[src/rtl/pdl_pkg.sv]
package pdl_pkg;

    // Sequencer states of the divider loader
    typedef enum logic [1:0] {
        ST_STRAP = 2'd0,
        ST_IDLE  = 2'd1,
        ST_EVAL  = 2'd2,
        ST_LOAD  = 2'd3
    } seq_state_t;

endpackage

[src/rtl/pdl_regs.sv]
// Shadow register bank: programmed N byte and control byte, plus read mux.
module pdl_regs #(
    parameter int ADDR_W   = 8,
    parameter int N_W      = 7,
    parameter int M_W      = 6,
    parameter int N_ADDR   = 8,
    parameter int CTL_ADDR = 9,
    localparam int BYTE_W  = M_W + 2
) (
    input  logic              clk,
    input  logic              rst_n,
    input  logic              wr_en,
    input  logic [ADDR_W-1:0] wr_addr,
    input  logic [BYTE_W-1:0] wr_data,
    input  logic [ADDR_W-1:0] rd_addr,
    output logic [BYTE_W-1:0] rd_data,
    output logic [N_W-1:0]    sh_n,
    output logic [M_W-1:0]    sh_m,
    output logic              sh_en,
    output logic              sh_skew,
    output logic              hit
);

    localparam logic [ADDR_W-1:0] A_N   = ADDR_W'(N_ADDR);
    localparam logic [ADDR_W-1:0] A_CTL = ADDR_W'(CTL_ADDR);
    localparam int               PAD_W = BYTE_W - N_W;

    logic wr_n_byte;
    logic wr_ctl_byte;

    assign wr_n_byte   = wr_en && (wr_addr == A_N);
    assign wr_ctl_byte = wr_en && (wr_addr == A_CTL);
    assign hit         = wr_n_byte || wr_ctl_byte;

    always_ff @(posedge clk or negedge rst_n) begin
        if (!rst_n) begin
            sh_n <= '0;
        end else if (wr_n_byte) begin
            sh_n <= wr_data[N_W-1:0];
        end
    end

    always_ff @(posedge clk or negedge rst_n) begin
        if (!rst_n) begin
            sh_skew <= 1'b0;
            sh_m    <= '0;
            sh_en   <= 1'b0;
        end else if (wr_ctl_byte) begin
            sh_skew <= wr_data[BYTE_W-1];
            sh_m    <= wr_data[M_W:1];
            sh_en   <= wr_data[0];
        end
    end

    always_comb begin
        rd_data = '0;
        if (rd_addr == A_N) begin
            rd_data = {{PAD_W{1'b0}}, sh_n};
        end else if (rd_addr == A_CTL) begin
            rd_data = {sh_skew, sh_m, sh_en};
        end
    end

endmodule

[src/rtl/pdl_pair_check.sv]
// Combinational legality test of a programmed divider pair.
module pdl_pair_check #(
    parameter int N_W   = 7,
    parameter int M_W   = 6,
    parameter int M_MIN = 20,
    parameter int M_MAX = 56,
    parameter int N_MIN = 21,
    parameter int N_MAX = 127
) (
    input  logic [N_W-1:0] n,
    input  logic [M_W-1:0] m,
    output logic           ok
);

    localparam int CW = ((N_W > M_W) ? N_W : M_W) + 2;

    logic [CW-1:0] n_x;
    logic [CW-1:0] m_x;
    logic [CW-1:0] m_dbl;
    logic          m_in_range;
    logic          n_in_range;
    logic          n_above_m;
    logic          m_above_half;

    always_comb begin
        n_x          = CW'(n);
        m_x          = CW'(m);
        m_dbl        = m_x << 1;
        m_in_range   = (m_x >= CW'(M_MIN)) && (m_x <= CW'(M_MAX));
        n_in_range   = (n_x >= CW'(N_MIN)) && (n_x <= CW'(N_MAX));
        n_above_m    = n_x > m_x;
        m_above_half = m_dbl > n_x;
        ok           = m_in_range && n_in_range && n_above_m && m_above_half;
    end

endmodule

[src/rtl/pdl_seq.sv]
// Load sequencer: strap capture, candidate evaluation, divider load.
module pdl_seq
    import pdl_pkg::*;
(
    input  logic clk,
    input  logic rst_n,
    input  logic hit,
    output logic strap_latch,
    output logic cand_en,
    output logic load_en
);

    seq_state_t state_q;
    seq_state_t state_d;

    always_ff @(posedge clk or negedge rst_n) begin
        if (!rst_n) begin
            state_q <= ST_STRAP;
        end else begin
            state_q <= state_d;
        end
    end

    always_comb begin
        state_d = state_q;
        unique case (state_q)
            ST_STRAP: state_d = ST_EVAL;
            ST_IDLE:  state_d = hit ? ST_EVAL : ST_IDLE;
            ST_EVAL:  state_d = hit ? ST_EVAL : ST_LOAD;
            ST_LOAD:  state_d = hit ? ST_EVAL : ST_IDLE;
            default:  state_d = ST_STRAP;
        endcase
    end

    always_comb begin
        strap_latch = 1'b0;
        cand_en     = 1'b0;
        load_en     = 1'b0;
        unique case (state_q)
            ST_STRAP: strap_latch = 1'b1;
            ST_IDLE:  ;
            ST_EVAL:  cand_en = !hit;
            ST_LOAD:  load_en = 1'b1;
            default:  ;
        endcase
    end

endmodule

[src/rtl/pdl_divout.sv]
// Strap latch, default table, candidate stage and divider output registers.
module pdl_divout #(
    parameter int SEL_W       = 4,
    parameter int N_W         = 7,
    parameter int M_W         = 6,
    parameter int P_W         = 32,
    parameter int ROM_N_BASE  = 40,
    parameter int ROM_N_STEP  = 3,
    parameter int ROM_M_BASE  = 24,
    parameter int ROM_M_STEP  = 2,
    parameter int ROM_P_BASE  = 95000000,
    parameter int ROM_P_STEP  = 1000000
) (
    input  logic             clk,
    input  logic             rst_n,
    input  logic [SEL_W-1:0] fsel,
    input  logic             strap_latch,
    input  logic             cand_en,
    input  logic             load_en,
    input  logic [N_W-1:0]   prog_n,
    input  logic [M_W-1:0]   prog_m,
    input  logic             prog_take,
    output logic [N_W-1:0]   div_n,
    output logic [M_W-1:0]   div_m,
    output logic [P_W-1:0]   p_val,
    output logic             using_prog
);

    localparam int ROM_D = 1 << SEL_W;

    logic [N_W-1:0]   rom_n [ROM_D];
    logic [M_W-1:0]   rom_m [ROM_D];
    logic [P_W-1:0]   rom_p [ROM_D];

    logic [SEL_W-1:0] sel_q;
    logic [N_W-1:0]   cand_n;
    logic [M_W-1:0]   cand_m;
    logic             cand_prog;

    for (genvar i = 0; i < ROM_D; i++) begin : g_rom
        assign rom_n[i] = N_W'(ROM_N_BASE + ROM_N_STEP * i);
        assign rom_m[i] = M_W'(ROM_M_BASE + ROM_M_STEP * i);
        assign rom_p[i] = P_W'(ROM_P_BASE + ROM_P_STEP * i);
    end

    always_ff @(posedge clk or negedge rst_n) begin
        if (!rst_n) begin
            sel_q <= '0;
        end else if (strap_latch) begin
            sel_q <= fsel;
        end
    end

    always_ff @(posedge clk or negedge rst_n) begin
        if (!rst_n) begin
            cand_n    <= '0;
            cand_m    <= '0;
            cand_prog <= 1'b0;
        end else if (cand_en) begin
            cand_n    <= prog_take ? prog_n : rom_n[sel_q];
            cand_m    <= prog_take ? prog_m : rom_m[sel_q];
            cand_prog <= prog_take;
        end
    end

    always_ff @(posedge clk or negedge rst_n) begin
        if (!rst_n) begin
            div_n      <= '0;
            div_m      <= '0;
            using_prog <= 1'b0;
        end else if (load_en) begin
            div_n      <= cand_n;
            div_m      <= cand_m;
            using_prog <= cand_prog;
        end
    end

    assign p_val = rom_p[sel_q];

endmodule

[src/rtl/pll_div_loader.sv]
// Top level: PLL divider override loader.
module pll_div_loader #(
    parameter int ADDR_W   = 8,
    parameter int SEL_W    = 4,
    parameter int N_W      = 7,
    parameter int M_W      = 6,
    parameter int P_W      = 32,
    parameter int N_ADDR   = 8,
    parameter int CTL_ADDR = 9,
    parameter int M_MIN    = 20,
    parameter int M_MAX    = 56,
    parameter int N_MIN    = 21,
    parameter int N_MAX    = 127,
    localparam int BYTE_W  = M_W + 2
) (
    input  logic              clk,
    input  logic              rst_n,
    input  logic [SEL_W-1:0]  fsel,
    input  logic              wr_en,
    input  logic [ADDR_W-1:0] wr_addr,
    input  logic [BYTE_W-1:0] wr_data,
    input  logic [ADDR_W-1:0] rd_addr,
    output logic [BYTE_W-1:0] rd_data,
    output logic [N_W-1:0]    div_n,
    output logic [M_W-1:0]    div_m,
    output logic [P_W-1:0]    p_val,
    output logic              skew_adj,
    output logic              pair_ok,
    output logic              using_prog
);

    logic [N_W-1:0] sh_n;
    logic [M_W-1:0] sh_m;
    logic           sh_en;
    logic           sh_skew;
    logic           hit;
    logic           strap_latch;
    logic           cand_en;
    logic           load_en;
    logic           prog_take;

    pdl_regs #(
        .ADDR_W   (ADDR_W),
        .N_W      (N_W),
        .M_W      (M_W),
        .N_ADDR   (N_ADDR),
        .CTL_ADDR (CTL_ADDR)
    ) u_regs (
        .clk     (clk),
        .rst_n   (rst_n),
        .wr_en   (wr_en),
        .wr_addr (wr_addr),
        .wr_data (wr_data),
        .rd_addr (rd_addr),
        .rd_data (rd_data),
        .sh_n    (sh_n),
        .sh_m    (sh_m),
        .sh_en   (sh_en),
        .sh_skew (sh_skew),
        .hit     (hit)
    );

    pdl_pair_check #(
        .N_W   (N_W),
        .M_W   (M_W),
        .M_MIN (M_MIN),
        .M_MAX (M_MAX),
        .N_MIN (N_MIN),
        .N_MAX (N_MAX)
    ) u_check (
        .n  (sh_n),
        .m  (sh_m),
        .ok (pair_ok)
    );

    pdl_seq u_seq (
        .clk         (clk),
        .rst_n       (rst_n),
        .hit         (hit),
        .strap_latch (strap_latch),
        .cand_en     (cand_en),
        .load_en     (load_en)
    );

    assign prog_take = sh_en && pair_ok;

    pdl_divout #(
        .SEL_W (SEL_W),
        .N_W   (N_W),
        .M_W   (M_W),
        .P_W   (P_W)
    ) u_divout (
        .clk         (clk),
        .rst_n       (rst_n),
        .fsel        (fsel),
        .strap_latch (strap_latch),
        .cand_en     (cand_en),
        .load_en     (load_en),
        .prog_n      (sh_n),
        .prog_m      (sh_m),
        .prog_take   (prog_take),
        .div_n       (div_n),
        .div_m       (div_m),
        .p_val       (p_val),
        .using_prog  (using_prog)
    );

    assign skew_adj = sh_skew;

endmodule

[config.mk]
export PLATFORM = sky130hd
export DESIGN_NAME = pll_div_loader
export DESIGN_NICKNAME = d
export VERILOG_FILES = /design/src/rtl/pdl_pkg.sv /design/src/rtl/pdl_regs.sv /design/src/rtl/pdl_pair_check.sv /design/src/rtl/pdl_seq.sv /design/src/rtl/pdl_divout.sv /design/src/rtl/pll_div_loader.sv
export SDC_FILE = /design/constraint.sdc
export NUM_CORES = 1
export LEC_CHECK = 0
export CAP_MARGIN = 10
export CORE_MARGIN = 1.5
export CORE_UTILIZATION = 48
export DETAILED_ROUTE_END_ITERATION = 16
export HOLD_SLACK_MARGIN = 0.1
export PLACE_DENSITY = 0.8
export SYNTH_ARGS = -nofsm -noshare
export SYNTH_HDL_FRONTEND = slang
export SYNTH_SLANG_ARGS = --single-unit
[constraint.sdc]
create_clock -name clk -period 2.3 [get_ports clk]
set_input_delay 0.46 -clock clk [delete_from_list [all_inputs] [get_ports clk]]
set_output_delay 0.46 -clock clk [all_outputs]
set_load 0.005 [all_outputs]
==> results.json <==
{
  "setup_violations": 1,
  "power.share.combinational_pct": 54.6,
  "cts_buffers": 5,
  "met1_length_um": 3436,
  "clock-root-buffer": "clkbuf_8",
  "tritoncts": "done",
  "max-slew-margin-rel_pct": 56.13,
  "final_cells": 515,
  "cp.arrival_ns": 1.97,
  "port_buffers": 74,
  "grt_max_degree": 50,
  "multi_input_area_um2": 1715,
  "switchingPower_mw": 1.338,
  "dr_wl_met2_um": 4218,
  "seq_power_share_pct": 32.1,
  "clock_path_buffers": 2,
  "gp_congestion": 0.8646,
  "diodes": 0,
  "fin_ws_ns": -0.1275,
  "die-area_um2": 6653,
  "clock_latency_ns": 0.30,
  "finalCriticalPeriod_ns": 2.428,
  "synth_top_area_share_pct": 41.39,
  "met3_length_um": 338,
  "h-tree-depth": 2,
  "outcome": "finished, violations left",
  "p_total_mw": 3.804,
  "violations": "setup timing",
  "ys_ff_latch": 49,
  "grt_pass1_wl_um": 12280,
  "drc": 0,
  "ios": 87,
  "viasPerCell": 5.392,
  "layout.nets": 491,
  "placedCellCount": 480,
  "required_ns": 1.84,
  "tightest_slew_ns": 0.6574,
  "synth_edf_count": 0,
  "p_sw_share_pct": 35.16,
  "yosys_warnings": 0,
  "n_fill_cell": 391,
  "fmax_mhz": 411.9,
  "finalClockSkew_ns": 0.007422,
  "vias": 2777,
  "rows": 28,
  "rsz0062_at_grt": "true",
  "ff2ff_path_depth": 10,
  "grt_pass1_vias": 2601,
  "fin_crit_sh_pct": 105.5,
  "yosysTopAreaCell": "dfrtp_1",
  "cp_max_fo": 4,
  "ys.flop_type": "dfrtp_1",
  "clk_pin_slew_ns": 0.09,
  "dr.pass1.iters": 4,
  "r2r_start": "u_regs.sh_m[5]",
  "fp.dieH_um": 81.57,
  "p_leak_nw": 2.168,
  "critPathCaptureType": "primary output",
  "hold_class": "primary input to async pin",
  "antenna_found_initial": 0,
  "reg2reg_to": "u_divout.cand_n[0]",
  "coreArea_um2": 5956,
  "drive_gt1_share_pct": 32.27,
  "start_util_pct": 49.75,
  "max_cap_violations": 0,
  "async_reset_ff_share_pct": 100.0,
  "peakVddDrop_v": 0.0006663,
  "finalMaxSlewViolations": 0,
  "top_layer_used": "met4",
  "cts.sink_count": 49,
  "syn_inst": 303,
  "hpwl_um": 5727,
  "drtAntennaViolNets": 0,
  "wirelength_um": 8145,
  "synth.area.top_cells": "dfrtp_1 41%, ha_1 8.9%, mux2_2 8.7%",
  "grt_use_total_pct": 24.19,
  "rrSetupSlack_ns": 0.04,
  "synth_cell_type_count": 47,
  "hold_viol": 0,
  "hold-worst-slack_ns": 0.2413,
  "die_x_um": 81.57,
  "start_kind": "flip-flop",
  "power_density_nw_per_um2": 845.7,
  "p_clk_share_pct": 13.3,
  "wl_per_cell_um": 15.82,
  "p_int_mw": 2.466,
  "drtIter0Drc": 287,
  "synth_seq_area_share_pct": 41.39,
  "crit_type": "flip-flop to primary output",
  "syn-mean-instance-area_um2": 9.778,
  "syn_area_um2": 2963,
  "cts_hold_buf": 0,
  "grt_remaining_overflow": 0,
  "ff_latch_area_um2": 1232,
  "syn_to_final_growth_pct": 51.82
}
==> final cells by class <==
class	instances	area share, %
Clock buffer	6	1.613
Clock inverter	2	0.3338
Inverter	19	1.586
Multi-Input combinational cell	221	38.14
Sequential cell	49	27.40
Tap cell	75	2.086
Timing Repair Buffer	143	28.85
==> power by group through the flow <==
stage	sequential (mW)	combinational [mW]	clock, mW
3_3_place_gp	1.21	1.87	0
5_1_grt	1.24	2.24	0.553
2_1_floorplan	1.18	0.875	0
3_5_place_dp	1.22	1.93	0
4_1_cts	1.21	2.02	0.513
6_report	1.22	2.08	0.506
==> repair_timing <==
item,4_1_cts,5_1_grt
endpoints found under the setup margin,23,15
gates cloned,0,1
pin swaps,10,11
gates resized for setup,55,37
setup buffers,25,6
hold endpoints to repair,0,0
==> layer usage <==
| layer | track usage [%] | vias to the layer above |
|---|---|---|
| met4 | 5.345 | 0 |
| li1 | - | 1323 |
| met3 | 3.778 | 18 |
| met2 | 42.15 | 83 |
| met1 | 31.57 | 1353 |
| met5 | 0 | - |
==> synthesized netlist by cell type, drive strengths merged, types with 2 or more instances <==
library cell	number
a21oi	9
a311o	2
a311oi	2
a31oi	6
and2	3
buf	19
clkbuf	5
conb	2
dfrtp	49
ha	21
inv	18
mux2	23
mux2i	9
nand2	35
nand3	5
nand3b	2
nor2	23
nor3	2
nor4b	3
o211ai	4
o21ai	29
o22a	2
o311ai	3
o31ai	4
o32a	2
or2	2
or3	3
xnor2	2
xor2	2
==> registers in the layout, indices dropped and copies added (netlist names), 2 cells and up <==
| signal | count |
|---|---|
| u_divout.sel_q | 4 |
| u_divout.div_m | 6 |
| u_divout.cand_m | 6 |
| u_divout.cand_n | 7 |
| u_divout.div_n | 7 |
| u_seq.state_q | 2 |
| u_regs.sh_m | 6 |
| u_regs.sh_n | 7 |
==> worst max path at each step <==
stage,from,to,slack (ns),cells after the start
2_1_floorplan,u_regs.sh_m[4],pair_ok,0.26,6
3_3_place_gp,rd_addr[6],rd_data[5],-0.18,5
3_5_place_dp,rd_addr[6],rd_data[1],-0.24,5
4_1_cts,u_regs.sh_m[4],pair_ok,-0.16,6
5_1_grt,u_regs.sh_m[5],pair_ok,-0.17,6
6_report,u_regs.sh_m[5],pair_ok,-0.13,6
==> per-stage QoR <==
step / setup slack (ns) / TNS (ns) / area [um^2] / util [%]
final: -0.1275 / -0.1275 / 4498 / 75.53
after global routing: -0.1740 / -0.3388 / 4498 / 75.53
after CTS: -0.1564 / -0.1564 / 4404 / 73.95
after detailed placement: -0.2360 / -2.758 / 3999 / 67.14
after global placement: -0.1848 / -2.190 / 3999 / 67.14
after floorplan: 0.2610 / 0 / 3000 / -
==> cells in the final DEF, fill, tap and decap left out, drive strengths merged, types with 4 or more instances in the layout <==
cell type      synthesis  final
o211ai                 4      4
a21oi                  9      9
o21ai                 29     29
conb                   2     12
nor2                  23     23
nand2                 35     35
a31oi                  6      6
inv                   18     18
dfrtp                 49     49
mux2                  23     23
dlymetal6s2s           0      7
buf                   19     70
clkbuf                 5     12
clkdlybuf4s50          0     49
dlygate4sd2            0     10
nand3                  5      5
mux2i                  9      9
ha                    21     21
o31ai                  4      4
==> worst max-delay path: stages, from the launching register on <==
cell and delay, ns:
dfrtp_2 0.47, ha_4 0.29, nand4_1 0.12, o32a_1 0.39
o211a_1 0.15, and2_4 0.15, clkbuf_2 0.11
==> cell families (layout without fill, tap and decap cells) <==
group / after synthesis / in the layout / share of synthesized area (%)
compound gates: 70 / 70 / 15.63
xor+xnor: 4 / 4 / 1.183
fa+ha+maj: 21 / 21 / 8.868
buf+inv: 43 / 170 / 7.770
flops: 49 / 49 / 41.39
mux: 32 / 32 / 11.78
other cells: 2 / 12 / 0.2535
simple gates: 82 / 82 / 13.13
No activity file was read; power rests on OpenSTA's default activity.
